### config.mk
export PLATFORM = sky130hd
export DESIGN_NAME = segDmaSeq
export DESIGN_NICKNAME = d
export VERILOG_FILES = /design/src/rtl/segDmaPkg.sv /design/src/rtl/segDmaDatapath.sv /design/src/rtl/segDmaControl.sv /design/src/rtl/segDmaSeq.sv
export SDC_FILE = /design/constraint.sdc
export NUM_CORES = 1
export LEC_CHECK = 0
export BUFFER_PORTS_ARGS = -buffer_cell sky130_fd_sc_hd__buf_2
export CORE_UTILIZATION = 40
export DETAILED_ROUTE_END_ITERATION = 6
export GPL_TIMING_DRIVEN = 0
export PLACE_DENSITY = 0.64
export SLEW_MARGIN = 10
export SYNTH_ARGS = -nofsm -noshare
export SYNTH_HDL_FRONTEND = slang
export SYNTH_SLANG_ARGS = --single-unit
export TNS_END_PERCENT = 50
### constraint.sdc
create_clock -name clk -period 9.8 [get_ports clk]
set_input_delay 1.47 -clock clk [delete_from_list [all_inputs] [get_ports clk]]
set_output_delay 1.47 -clock clk [all_outputs]
set_load 0.01 [all_outputs]
### src/rtl/segDmaPkg.sv
package segDmaPkg;

  typedef enum logic [3:0] {
    ST_IDLE, ST_SEG, ST_PCLR, ST_DCLR, ST_MODE,
    ST_GO, ST_WAIT, ST_ADV, ST_DONE, ST_FAIL
  } seqState_e;

  // strobes from control to datapath
  typedef struct packed {
    logic load;     // latch a new request
    logic capture;  // register the segment values
    logic advance;  // step offset and remaining count
  } dpCtl_t;

  // status from datapath to control
  typedef struct packed {
    logic zeroReq;   // request count is zero
    logic boundErr;  // segment would cross upper-half boundary
    logic lastSeg;   // current segment finishes the request
  } dpStat_t;

endpackage

### src/rtl/segDmaDatapath.sv
module segDmaDatapath
  import segDmaPkg::*;
#(
  parameter int ADDR_W = 24,
  parameter int CNT_W  = 24,
  parameter int SEG_W  = 16
) (
  input  logic              clk,
  input  logic              rstN,
  input  dpCtl_t            ctl,
  input  logic [ADDR_W-1:0] reqBase,
  input  logic [ADDR_W-1:0] reqOffset,
  input  logic [CNT_W-1:0]  reqCount,
  output dpStat_t           stat,
  output logic [SEG_W-1:0]  segAddrLow,
  output logic [7:0]        segAddrHigh,
  output logic [SEG_W-1:0]  segCount
);

  localparam int BW = ADDR_W + 1;                          // byte-address width
  localparam logic [CNT_W-1:0] WINDOW = CNT_W'(1) << SEG_W; // words per boundary window
  localparam logic [CNT_W-1:0] CAP    = WINDOW - CNT_W'(1); // longest segment

  logic [ADDR_W-1:0] baseQ, offQ;
  logic [CNT_W-1:0]  remQ;
  logic [SEG_W-1:0]  segLenQ;

  logic [CNT_W-1:0]  toBound, lenA, lenB;
  logic [SEG_W-1:0]  segLenN;
  logic [ADDR_W-1:0] startAddr, endAddr;
  logic [BW-1:0]     byteAddr;

  always_comb begin
    toBound   = WINDOW - CNT_W'(offQ[SEG_W-1:0]);
    lenA      = (remQ < toBound) ? remQ : toBound;
    lenB      = (lenA > CAP) ? CAP : lenA;
    segLenN   = SEG_W'(lenB);
    startAddr = baseQ + offQ;
    endAddr   = startAddr + ADDR_W'(segLenN) - ADDR_W'(1);
    byteAddr  = {startAddr, 1'b0};
  end

  assign stat.zeroReq  = (reqCount == '0);
  assign stat.boundErr = (startAddr[ADDR_W-1:SEG_W] != endAddr[ADDR_W-1:SEG_W]);
  assign stat.lastSeg  = (remQ == CNT_W'(segLenQ));

  always_ff @(posedge clk) begin
    if (!rstN) begin
      baseQ       <= '0;
      offQ        <= '0;
      remQ        <= '0;
      segLenQ     <= '0;
      segAddrLow  <= '0;
      segAddrHigh <= '0;
      segCount    <= '0;
    end else begin
      if (ctl.load) begin
        baseQ <= reqBase;
        offQ  <= reqOffset;
        remQ  <= reqCount;
      end
      if (ctl.capture) begin
        segLenQ     <= segLenN;
        segAddrLow  <= startAddr[SEG_W-1:0];
        segAddrHigh <= byteAddr[SEG_W+7:SEG_W];
        segCount    <= segLenN - SEG_W'(1);
      end
      if (ctl.advance) begin
        offQ <= offQ + ADDR_W'(segLenQ);
        remQ <= remQ - CNT_W'(segLenQ);
      end
    end
  end

endmodule

### src/rtl/segDmaControl.sv
module segDmaControl
  import segDmaPkg::*;
#(
  parameter int TIMEOUT_CYCLES = 1000000,
  parameter int WARN_AFTER     = 3
) (
  input  logic    clk,
  input  logic    rstN,
  input  logic    reqValid,
  input  dpStat_t stat,
  input  logic    chanDone,
  input  logic    chanMemErr,
  output dpCtl_t  ctl,
  output logic    ptrClr,
  output logic    doneClr,
  output logic    modeSel,
  output logic    unmask,
  output logic    busy,
  output logic    xferDone,
  output logic    xferError,
  output logic    timeoutWarn
);

  localparam int TW = (TIMEOUT_CYCLES > 1) ? $clog2(TIMEOUT_CYCLES) : 1;
  localparam int IW = $clog2(WARN_AFTER + 2);
  localparam logic [TW-1:0] TMR_LAST = TW'(TIMEOUT_CYCLES - 1);
  localparam logic [IW-1:0] IVL_MAX  = IW'(WARN_AFTER + 1);

  seqState_e stateQ, stateN;
  logic [TW-1:0] tmrQ;
  logic [IW-1:0] ivlQ;
  logic          warnedQ;
  logic          warnNow;

  always_comb begin
    stateN      = stateQ;
    ctl.load    = 1'b0;
    ctl.capture = 1'b0;
    ctl.advance = 1'b0;
    unique case (stateQ)
      ST_IDLE: if (reqValid) begin
        ctl.load = 1'b1;
        stateN   = stat.zeroReq ? ST_DONE : ST_SEG;
      end
      ST_SEG: begin
        ctl.capture = !stat.boundErr;
        stateN      = stat.boundErr ? ST_FAIL : ST_PCLR;
      end
      ST_PCLR: stateN = ST_DCLR;
      ST_DCLR: stateN = ST_MODE;
      ST_MODE: stateN = ST_GO;
      ST_GO:   stateN = ST_WAIT;
      ST_WAIT: begin
        if (chanMemErr)    stateN = ST_FAIL;
        else if (chanDone) stateN = ST_ADV;
      end
      ST_ADV: begin
        ctl.advance = 1'b1;
        stateN      = stat.lastSeg ? ST_DONE : ST_SEG;
      end
      ST_DONE: stateN = ST_IDLE;
      ST_FAIL: stateN = ST_IDLE;
      default: stateN = ST_IDLE;
    endcase
  end

  assign warnNow = (stateQ == ST_WAIT) && (ivlQ == IVL_MAX) && !warnedQ
                   && !chanDone && !chanMemErr;

  always_ff @(posedge clk) begin
    if (!rstN) begin
      stateQ  <= ST_IDLE;
      tmrQ    <= '0;
      ivlQ    <= '0;
      warnedQ <= 1'b0;
    end else begin
      stateQ <= stateN;
      if (stateQ == ST_GO) begin
        tmrQ    <= '0;
        ivlQ    <= '0;
        warnedQ <= 1'b0;
      end else if (stateQ == ST_WAIT) begin
        if (tmrQ == TMR_LAST) begin
          tmrQ <= '0;
          if (ivlQ != IVL_MAX) ivlQ <= ivlQ + IW'(1);
        end else begin
          tmrQ <= tmrQ + TW'(1);
        end
        if (warnNow) warnedQ <= 1'b1;
      end
    end
  end

  assign ptrClr      = (stateQ == ST_PCLR);
  assign doneClr     = (stateQ == ST_DCLR);
  assign modeSel     = (stateQ == ST_MODE);
  assign unmask      = (stateQ == ST_GO);
  assign busy        = (stateQ != ST_IDLE);
  assign xferDone    = (stateQ == ST_DONE);
  assign xferError   = (stateQ == ST_FAIL);
  assign timeoutWarn = warnNow;

endmodule

### src/rtl/segDmaSeq.sv
module segDmaSeq
  import segDmaPkg::*;
#(
  parameter int ADDR_W         = 24,
  parameter int CNT_W          = 24,
  parameter int SEG_W          = 16,
  parameter int TIMEOUT_CYCLES = 1000000,
  parameter int WARN_AFTER     = 3
) (
  input  logic              clk,
  input  logic              rstN,
  input  logic              reqValid,
  input  logic [ADDR_W-1:0] reqBase,
  input  logic [ADDR_W-1:0] reqOffset,
  input  logic [CNT_W-1:0]  reqCount,
  input  logic              chanDone,
  input  logic              chanMemErr,
  output logic              ptrClr,
  output logic              doneClr,
  output logic              modeSel,
  output logic              unmask,
  output logic [SEG_W-1:0]  segAddrLow,
  output logic [7:0]        segAddrHigh,
  output logic [SEG_W-1:0]  segCount,
  output logic              busy,
  output logic              xferDone,
  output logic              xferError,
  output logic              timeoutWarn
);

  dpCtl_t  ctl;
  dpStat_t stat;

  segDmaControl #(
    .TIMEOUT_CYCLES(TIMEOUT_CYCLES),
    .WARN_AFTER    (WARN_AFTER)
  ) u_ctrl (
    .clk        (clk),
    .rstN       (rstN),
    .reqValid   (reqValid),
    .stat       (stat),
    .chanDone   (chanDone),
    .chanMemErr (chanMemErr),
    .ctl        (ctl),
    .ptrClr     (ptrClr),
    .doneClr    (doneClr),
    .modeSel    (modeSel),
    .unmask     (unmask),
    .busy       (busy),
    .xferDone   (xferDone),
    .xferError  (xferError),
    .timeoutWarn(timeoutWarn)
  );

  segDmaDatapath #(
    .ADDR_W(ADDR_W),
    .CNT_W (CNT_W),
    .SEG_W (SEG_W)
  ) u_dp (
    .clk        (clk),
    .rstN       (rstN),
    .ctl        (ctl),
    .reqBase    (reqBase),
    .reqOffset  (reqOffset),
    .reqCount   (reqCount),
    .stat       (stat),
    .segAddrLow (segAddrLow),
    .segAddrHigh(segAddrHigh),
    .segCount   (segCount)
  );

endmodule

# ---- Yosys cells after proc, flatten, opt, wreduce, memory -nomap -nowiden
# Index checks and enable logic that the tools add are counted.
dict set report word_totals {
  ff_bits 156
  inputBits 77
  wordCells 73
}
dict set report op_classes {
  addsub 9
  magnitude_cmp 2
  eq_ne 16
  muxes 18
  n_bitwise 1
  n_reduce_logical 16
}
# cell n
set ops {}
lappend ops {{2-to-1 mux 24 bit} 5}
lappend ops {{adder 24 x 16 -> 24 bit} 2}
lappend ops {{one-hot mux 4 bit (8 select lines)} 1}
lappend ops {{adder 24 bit} 1}
lappend ops {{equality test 24 x 16 -> 1 bit} 1}
lappend ops {{greater-than comparator 24 x 16 -> 1 bit, second input constant} 1}
lappend ops {{logical NOT 24 bit} 1}
lappend ops {{less-than comparator 24 bit} 1}
lappend ops {{2-to-1 mux 4 bit} 6}
lappend ops {{subtractor 24 x 1 -> 24 bit, second input constant} 1}
lappend ops {{subtractor 24 x 16 -> 24 bit} 1}
lappend ops {{adder 20 x 1 -> 20 bit, second input constant} 1}
lappend ops {{equality test 20 bit, second input constant} 1}
lappend ops {{2-to-1 mux 20 bit} 1}
lappend ops {{subtractor 17 x 16 -> 18 bit, first input constant} 1}
lappend ops {{equality test 4 x 3 -> 1 bit, second input constant} 4}
lappend ops {{2-to-1 mux 16 bit} 1}
lappend ops {{subtractor 16 x 1 -> 16 bit, second input constant} 1}
lappend ops {{equality test 4 x 2 -> 1 bit, second input constant} 2}
lappend ops {{equality test 4 bit, second input constant} 2}
lappend ops {{!= test 8 bit} 1}
lappend ops {{!= test 3 bit, second input constant} 2}
lappend ops {{equality test 4 x 1 -> 1 bit, second input constant} 1}
lappend ops {{logical AND 1 bit} 4}
lappend ops {{12 further kinds} 19}

# ---- Longest topological paths before layout
# Gate-level depths: netlist (run 1).
dict set report logic_depth {
  ltp_word 10
  ltp_mapped 35
}

# ---- Modules after synthesis
# From an unflattened synthesis (run 1), not the netlist that was laid out.
dict set report hier_totals {
  hier_cells 1409
  area_unflattened_um2 11373.4
}
# mod instances cells_each area_each_um2 seq_area_each_um2
set modules_own_cells {}
lappend modules_own_cells {segDmaDatapath 1 1224 9893.2 2502.4}
lappend modules_own_cells {segDmaControl 1 185 1480.2 560.5}

# ---- Worst setup path before layout (run 1)
# No wires, ideal clock.
dict set report synth_timing {
  path_type {reg-to-reg}
  startpoint {register u_dp.offQ[1]}
  endpoint {register u_dp.segAddrLow[14]}
  setup_time_ps 123
  t_arrival_ps 7554
  slack_ps 2123
  stages_incl_launch_ff 32
  path_buffers 2
  cell_sequence {dfxtp_1 > inv_1 > ha_1 > or3b_1 > or3_1 > buf_2 > nor4_2 > clkinv_1 > ha_1 > nand3_1 > a2111oi_2 > inv_1 > o211ai_1 > clkbuf_1 > mux2_2 > inv_1 > nand2_1 > inv_1 > ha_1 > inv_1 > ha_1 > a21oi_1 > o21ai_0 > a311oi_1 > o31a_1 > o221ai_2 > a2111o_1 > a2111o_1 > and4_1 > a211o_1 > nor3_4 > mux2_1}
}
dict set report synth_via {
  elab_chain_cells 10
  elab_cells_between_ends 11
  cone_classes {add/sub: 4; order compare: 2; eq/ne: 1; mux: 3; reduce/logical: 1}
}
# element line
set synth_rtl {}
lappend synth_rtl {{start: declaration} segDmaDatapath.sv:24} ;# logic [ADDR_W-1:0] baseQ, offQ;
lappend synth_rtl {{start signal: assignment} segDmaDatapath.sv:59} ;# offQ <= reqOffset;
lappend synth_rtl {{start signal: assignment} segDmaDatapath.sv:69} ;# offQ <= offQ + ADDR_W'(segLenQ);
lappend synth_rtl {{subtractor 17 x 16 -> 18 bit} segDmaDatapath.sv:34} ;# toBound = WINDOW - CNT_W'(offQ[SEG_W-1:0]);
lappend synth_rtl {{less-than comparator 24 bit} segDmaDatapath.sv:35} ;# lenA = (remQ < toBound) ? remQ : toBound;
lappend synth_rtl {{2-to-1 mux 24 bit} segDmaDatapath.sv:35}
lappend synth_rtl {{greater-than comparator 24 x 16 -> 1 bit} segDmaDatapath.sv:36} ;# lenB = (lenA > CAP) ? CAP : lenA;
lappend synth_rtl {{2-to-1 mux 16 bit} segDmaDatapath.sv:36}
lappend synth_rtl {{adder 24 x 16 -> 24 bit} segDmaDatapath.sv:39} ;# endAddr = startAddr + ADDR_W'(segLenN) - ADDR_W'(1);
lappend synth_rtl {{subtractor 24 x 1 -> 24 bit} segDmaDatapath.sv:39}
lappend synth_rtl {{!= test 8 bit} segDmaDatapath.sv:44} ;# assign stat.boundErr = (startAddr[ADDR_W-1:SEG_W] != endAddr[ADDR_W-1:SEG_W]);
lappend synth_rtl {{logical NOT 1 bit} segDmaControl.sv:46} ;# ctl.capture = !stat.boundErr;
lappend synth_rtl {{2-to-1 mux 1 bit} segDmaControl.sv:40} ;# unique case (stateQ)
lappend synth_rtl {{end signal: assignment} segDmaDatapath.sv:64} ;# segAddrLow <= startAddr[SEG_W-1:0];
lappend synth_rtl {{end: declaration} segDmaDatapath.sv:15} ;# output logic [SEG_W-1:0] segAddrLow,
# Parallel ways exist; a longest one is shown, timed or not.
# A chain may end at the register's enable or synchronous reset.

# ---- Final worst setup path (run 1)
dict set report layout_timing {
  startpoint {register u_dp.offQ[0]}
  endpoint {register u_dp.segCount[14]}
}
dict set report layout_via {
  elab_chain_cells 10
  elab_cells_between_ends 12
  cone_classes {add/sub: 5; order compare: 2; eq/ne: 1; mux: 3; reduce/logical: 1}
}
# element line
set layout_rtl {}
lappend layout_rtl {{subtractor 17 x 16 -> 18 bit} segDmaDatapath.sv:34}
lappend layout_rtl {{less-than comparator 24 bit} segDmaDatapath.sv:35}
lappend layout_rtl {{2-to-1 mux 24 bit} segDmaDatapath.sv:35}
lappend layout_rtl {{greater-than comparator 24 x 16 -> 1 bit} segDmaDatapath.sv:36}
lappend layout_rtl {{2-to-1 mux 16 bit} segDmaDatapath.sv:36}
lappend layout_rtl {{adder 24 x 16 -> 24 bit} segDmaDatapath.sv:39}
lappend layout_rtl {{subtractor 24 x 1 -> 24 bit} segDmaDatapath.sv:39}
lappend layout_rtl {{!= test 8 bit} segDmaDatapath.sv:44}
lappend layout_rtl {{logical NOT 1 bit} segDmaControl.sv:46}
lappend layout_rtl {{2-to-1 mux 1 bit} segDmaControl.sv:40}
lappend layout_rtl {{end signal: assignment} segDmaDatapath.sv:66} ;# segCount <= segLenN - SEG_W'(1);
lappend layout_rtl {{end: declaration} segDmaDatapath.sv:17} ;# output logic [SEG_W-1:0] segCount
# Parallel ways exist; a longest one is shown, timed or not.

==> impl_metrics.yaml, run 1 <==
floorplan:
  rows: 62
  dieArea_mm2: 0.0298
  die_height_um: 173
  die_w_um: 173
  core_mm2: 0.0287
  num_io_pins: 125
  start_util: 0.406
worst_setup_path:
  cpMostUsedCell: "ha_1"
  cp-start-kind: "flip-flop"
  cp.arrival_ps: 9640
  reg2reg_depth: 32
  cp.required_ps: 10170
  critPathKind: "flip-flop to flip-flop"
  worstPathMaxFanout: 10
  worstSetupEndpointType: "flip-flop"
  reg2reg_slack_ps: 530
  reg2reg_from: "u_dp.offQ[0]"
  critPathMaxStageDelay_ps: 580
  reg2reg_to: "u_dp.segCount[14]"
  slowest_stage: "nor3_4"
drt:
  wirelength_um: 40800
  initialDrtViolationCount: 952
  ant_nets: 0
  dr.pass1.iters: 7
  drc: 0
  wl_per_cell_um: 19.8
  vias_per_cell: 5.74
  vias: 11791
timing:
  tightest_slew_ps: 1180
  rsz0062_at_grt: "no"
  slew-limit-headroom: 0.210
  hold_viol: 0
  finalCriticalPeriod_ps: 9270
  drv_slew: 0
  hold_ws_ps: 452
  skew_ps: 14.6
  final.setup.tns_ps: 0
  setup_viol_count_final: 0
  max_freq_mhz: 108
  period_share: 0.946
power_and_ir_drop:
  power_density_mw_per_mm2: 319
  netSwitchingPower_mw: 2.18
  vdd_ir_drop_max_mv: 0.161
  swShare: 0.510
  p_seq_frac: 0.182
  combinationalPowerShare: 0.653
  clkPwrFrac: 0.166
  p_leak_nw: 5.76
  internal-power_mw: 2.09
yosys:
  synthTopCellsByArea: "dfxtp_1 26%, ha_1 12%, nand2_1 7.0%"
  synth_cell_types: 82
  yosysMostFrequentCell: "nand2_1"
  yosysTopAreaCellShare: 0.263
  synth_common_cells: "218 x nand2_1, 153 x dfxtp_1, 112 x ha_1"
  synth_area_mm2: 0.0117
  yosys_most_used_dff: "dfxtp_1"
  ys_warn_count: 0
  syn-num-nets: 1708
  syn_area_per_cell_um2: 7.69
  synth.ff_latch_count: 153
  ys_seq_area_frac: 0.263
  synth_enable_flop_cells: 0
  synthCells: 1516
  async_flop_share: 0
  synth_largest_area_cell: "dfxtp_1"
hold_path:
  worst_hold_path_type: "flip-flop to flip-flop"
  worstHoldStart: "u_dp.segAddrLow[10]"
  hold_depth: 2
  holdPathEnd: "u_dp.segAddrLow[10]"
cts:
  cts_made_buffers: 17
  clk_path_buf_depth: 2
  ctsHtreeMaxLevel: 4
  clock_latency_ps: 440
  clock_sinks: 153
  cts_root_buffer: "clkbuf_16"
  cts_tree: "done"
  path_clk_slew_ps: 70
global_routing:
  grt_pass1_vias: 10903
  grt_pass1_wl_um: 61900
  antenna_found_initial: 0
  overflow: 0
  grt_max_degree: 17
  track_usage: 0.271
placement:
  port-buffer-count: 122
  dp_hpwl_um: 32600
  gp_routability_congestion: 0.950
flow_run:
  maxCapViolations: 0
finish:
  finalNetCount: 1849
  antenna_cells: 0
  drive_gt1_frac: 0.116
  area_delta_synth_final_pct: 14.7
status:
  status: "finished, final reports clean"
through the flow:
| step | area [um^2] | std cells | power, mW | util | setup slack (ps) |
|---|---|---|---|---|---|
| 6_report | 13400 | 2054 | 4.27 | 0.466 | 527 |
| 4_1_cts | 13400 | 2054 | 4.21 | 0.466 | 213 |
| 5_1_grt | 13400 | 2054 | 4.61 | 0.466 | 73.5 |
| 2_1_floorplan | 11700 | 1516 | 2.78 | - | 2120 |
| 3_5_place_dp | 12800 | 2022 | 3.50 | 0.444 | 243 |
| 3_3_place_gp | 12800 | 2022 | 3.48 | 0.444 | 326 |
power groups by stage:
stage | clock (mW) | combinational, mW | sequential [mW]
2_1_floorplan | 0 | 2.04 | 0.746
3_3_place_gp | 0 | 2.69 | 0.785
3_5_place_dp | 0 | 2.72 | 0.786
4_1_cts | 0.712 | 2.73 | 0.772
5_1_grt | 0.737 | 3.09 | 0.780
6_report | 0.706 | 2.78 | 0.775
layout make-up:
type | instances | area (um^2)
Timing Repair Buffer | 122 | 611
Fill cell | 2958 | 15300
Sequential cell | 153 | 3060
Clock buffer | 17 | 425
Multi-Input combinational cell | 1185 | 7920
Buffer | 73 | 290
Inverter | 105 | 394
Tap cell | 384 | 480
Clock inverter | 15 | 186
sequential cells by signal, summed over array words and instances, names as in the netlist:
signal / flops
u_dp.remQ: 24
u_dp.baseQ: 23
u_dp.offQ: 23
u_ctrl.tmrQ: 20
u_dp.segCount: 16
u_dp.segLenQ: 16
u_dp.segAddrLow: 15
u_dp.segAddrHigh: 8
u_ctrl.stateQ: 4
u_ctrl.ivlQ: 3
u_ctrl.warnedQ: 1
cell usage in the layout, fill, tap and decap left out, types with 18 or more instances in the layout:
master / count
clkbuf_1: 58
inv_1: 102
a311oi_1: 23
dfxtp_1: 153
xor2_1: 47
nor2_1: 107
nor3_1: 46
buf_2: 125
nand4_1: 23
nor4_1: 18
o21ai_0: 52
mux2i_1: 23
o21a_1: 22
ha_1: 112
nand3_1: 41
a211oi_1: 36
a31oi_1: 30
a21oi_1: 98
and3_1: 24
nand2_1: 218
a21o_1: 19
xnor2_1: 41
worst max path at each step:
stage / from / endpoint / slack (ps) / cells past startpoint
after global placement: u_dp.offQ[0] / u_dp.segAddrHigh[1] / 330 / 32
final: u_dp.offQ[0] / u_dp.segCount[14] / 530 / 32
after floorplan: u_dp.offQ[1] / u_dp.segAddrLow[14] / 2120 / 31
after global routing: u_dp.offQ[0] / u_dp.segLenQ[11] / 70 / 32
after detailed placement: u_dp.offQ[0] / u_dp.segAddrHigh[1] / 240 / 32
after CTS: u_dp.offQ[0] / u_dp.segAddrHigh[1] / 210 / 32
per-layer routing:
metal,track usage,share of wire,wire [um]
met1,0.354,0.45,18300
met2,0.441,0.46,18600
met3,0.0521,0.063,2550
met4,0.104,0.032,1320
met5,0,0,0
logic make-up (layout without fill, tap and decap cells):
kind of cell,after synthesis,after routing,share of synthesized area
and+or+nand+nor,558,558,0.227
DFF,153,153,0.263
xor gates and xnor gates,91,91,0.0720
muxes,29,29,0.0255
AOI/OAI and AO/OA,392,392,0.229
buffers and inverters,178,332,0.0586
adders and majority gates,115,115,0.125
what timing repair did:
item                       4_1_cts  5_1_grt
hold buffers                     0        0
buffers inserted                 0        0
setup endpoints to repair        0       58
gates resized for setup          0        5
critical path: cells and delay by family, from the launching register on:
| kind | cells | cell delay [ps] |
|---|---|---|
| AOI/OAI and AO/OA | 11 | 3020 |
| adders and majority gates | 4 | 1190 |
| buffers and inverters | 8 | 1690 |
| DFF | 1 | 450 |
| muxes | 1 | 190 |
| and+or+nand+nor | 8 | 2650 |
(Power assumes the default switching activity.)
==> inputs of run 2 (changes only) <==
--- a/config.mk
+++ b/config.mk
@@ -6,10 +6,10 @@
 export NUM_CORES = 1
 export LEC_CHECK = 0
 export BUFFER_PORTS_ARGS = -buffer_cell sky130_fd_sc_hd__buf_2
-export CORE_UTILIZATION = 40
+export CORE_UTILIZATION = 60
 export DETAILED_ROUTE_END_ITERATION = 6
 export GPL_TIMING_DRIVEN = 0
-export PLACE_DENSITY = 0.64
+export PLACE_DENSITY = 0.87
 export SLEW_MARGIN = 10
 export SYNTH_ARGS = -nofsm -noshare
 export SYNTH_HDL_FRONTEND = slang
==> run 2 against run 1 <==
Net effect: sequential cell count did not move; global-route usage rose by 12 points; design area shrank 0.74%; setup slack worse by 200 ps; via count is 4.2% higher; combinational power up 2%; die area shrank 33%; utilization up 24 points; critical endpoint unchanged.
==> impl_metrics.yaml, run 2 (synthesized netlist as in run 1, its figures left out) <==
hold_path:
  worstHoldStart: "u_dp.segAddrLow[1]"
  hold_depth: 2
  worst_hold_path_type: "flip-flop to flip-flop"
  holdPathEnd: "u_dp.segAddrLow[1]"
timing:
  setup_viol_count_final: 0
  rsz0062_at_grt: "no"
  hold_viol: 0
  setup_ws_ps: 322
  slew-limit-headroom: 0.247
  drv_slew: 0
  skew_ps: 11.0
  tightest_slew_ps: 1120
  max_freq_mhz: 106
  period_share: 0.967
  final.setup.tns_ps: 0
  finalCriticalPeriod_ps: 9480
cts:
  clock_latency_ps: 440
  clk_path_buf_depth: 2
  cts_hold_buf: 0
  clock_sinks: 153
  cts_root_buffer: "clkbuf_16"
  path_clk_slew_ps: 70
  ctsHtreeMaxLevel: 4
  cts_made_buffers: 17
  cts_tree: "done"
floorplan:
  core_mm2: 0.0189
  dieArea_mm2: 0.0200
  die_w_um: 141
  die_height_um: 141
  num_io_pins: 125
  rows: 50
  start_util: 0.617
placement:
  place_ws_ps: 433
  port-buffer-count: 122
  gp_routability_congestion: 1.02
  dp_hpwl_um: 30100
  placed_area_mm2: 0.0126
  dp_cells: 1898
worst_setup_path:
  reg2reg_depth: 32
  critPathMaxStageDelay_ps: 530
  worstPathMaxFanout: 10
  cpMostUsedCell: "ha_1"
  reg2reg_from: "u_dp.offQ[0]"
  cp.arrival_ps: 9850
  reg2reg_to: "u_dp.segCount[14]"
  slowest_stage: "nor3_4"
  path_buf_inv: 8
  critPathKind: "flip-flop to flip-flop"
  worstSetupEndpointType: "flip-flop"
  cp.required_ps: 10170
  cp-start-kind: "flip-flop"
  reg2reg_slack_ps: 320
  crit_family: "compound AO/OA/AOI/OAI gates"
drt:
  wl_per_cell_um: 20.1
  vias_per_cell: 6.36
  ant_nets: 0
  vias: 12290
  dr.pass1.iters: 7
  drc: 0
  wirelength_um: 38900
  initialDrtViolationCount: 1251
finish:
  max_flop_register: "u_dp.remQ"
  finalNetCount: 1851
  area_delta_synth_final_pct: 13.9
  fin_cells: 1933
  design_area_mm2: 0.0133
  largest_register_ffs: 24
  layout_common_cells: "218 x nand2_1, 153 x dfxtp_1, 125 x buf_2"
  layout_commonest_cell: "nand2_1"
  reg_top3: "u_dp.remQ (24), u_dp.baseQ (23), u_dp.offQ (23)"
  drive_gt1_frac: 0.117
global_routing:
  overflow: 0
  grt_pass1_vias: 11467
  track_usage: 0.390
  antenna_found_initial: 1
  grt_pass1_wl_um: 60000
  grt_max_degree: 17
power_and_ir_drop:
  vdd_ir_drop_max_mv: 0.229
  p_leak_nw: 5.79
  power_density_mw_per_mm2: 327
status:
  status: "finished, final reports clean"
flow_run:
  maxCapViolations: 0
## run 2: metrics by stage
stage                     utilization  hold slack (ps)  power, mW
after floorplan                     -              440       2.78
after global placement          0.667              438       3.41
after detailed placement        0.667              444       3.47
after CTS                       0.701              455       4.22
after global routing            0.703              474       4.60
final                           0.703              454       4.34
## run 2: how the worst max path moves through the flow
stage                  from                   to  slack (ps)  depth (start not counted)
6_report       u_dp.offQ[0]    u_dp.segCount[14]         320                         32
3_3_place_gp   u_dp.offQ[0]     u_dp.segCount[8]         470                         32
2_1_floorplan  u_dp.offQ[1]  u_dp.segAddrLow[14]        2120                         31
4_1_cts        u_dp.offQ[0]     u_dp.segLenQ[11]         380                         32
5_1_grt        u_dp.offQ[0]      u_dp.segLenQ[6]          30                         32
3_5_place_dp   u_dp.offQ[0]    u_dp.segCount[14]         430                         32
## run 2: tightest hold or removal path, stage by stage (launching register included)
cell     delay (ps)
dfxtp_1         310
nand2_1          50
mux2i_1          50
## run 2: per-layer routing
layer  track usage  wire, um  vias to the layer above
li1              -         -                     5761
met1         0.475     15500                     5676
met2         0.629     17300                      715
met3        0.0864      3820                      138
met4         0.242      2220                        0
met5             0         0                        -
## run 2: where the power goes
group,internal (mW),switching [mW],total (mW),leakage [nW]
Sequential,0.683,0.0912,0.774,1.24
Combinational,1.03,1.80,2.83,4.24
Clock,0.420,0.314,0.734,0.311
Total,2.13,2.21,4.34,5.79
## run 2: layout make-up
type                       instances  area, um^2
antenna                            1        2.50
buffer                            73         290
clock buffer                      18         439
clock inverter                    14         200
fill                            1579        5620
inverter                         105         394
multi-input combinational       1185        7940
sequential                       153        3060
tap                              260         325
timing repair buffer             124         626
## run 2: repair_timing
item / in CTS / in global routing
gates resized for setup: 0 / 6
setup buffers: 0 / 2
setup endpoints to repair: 0 / 53
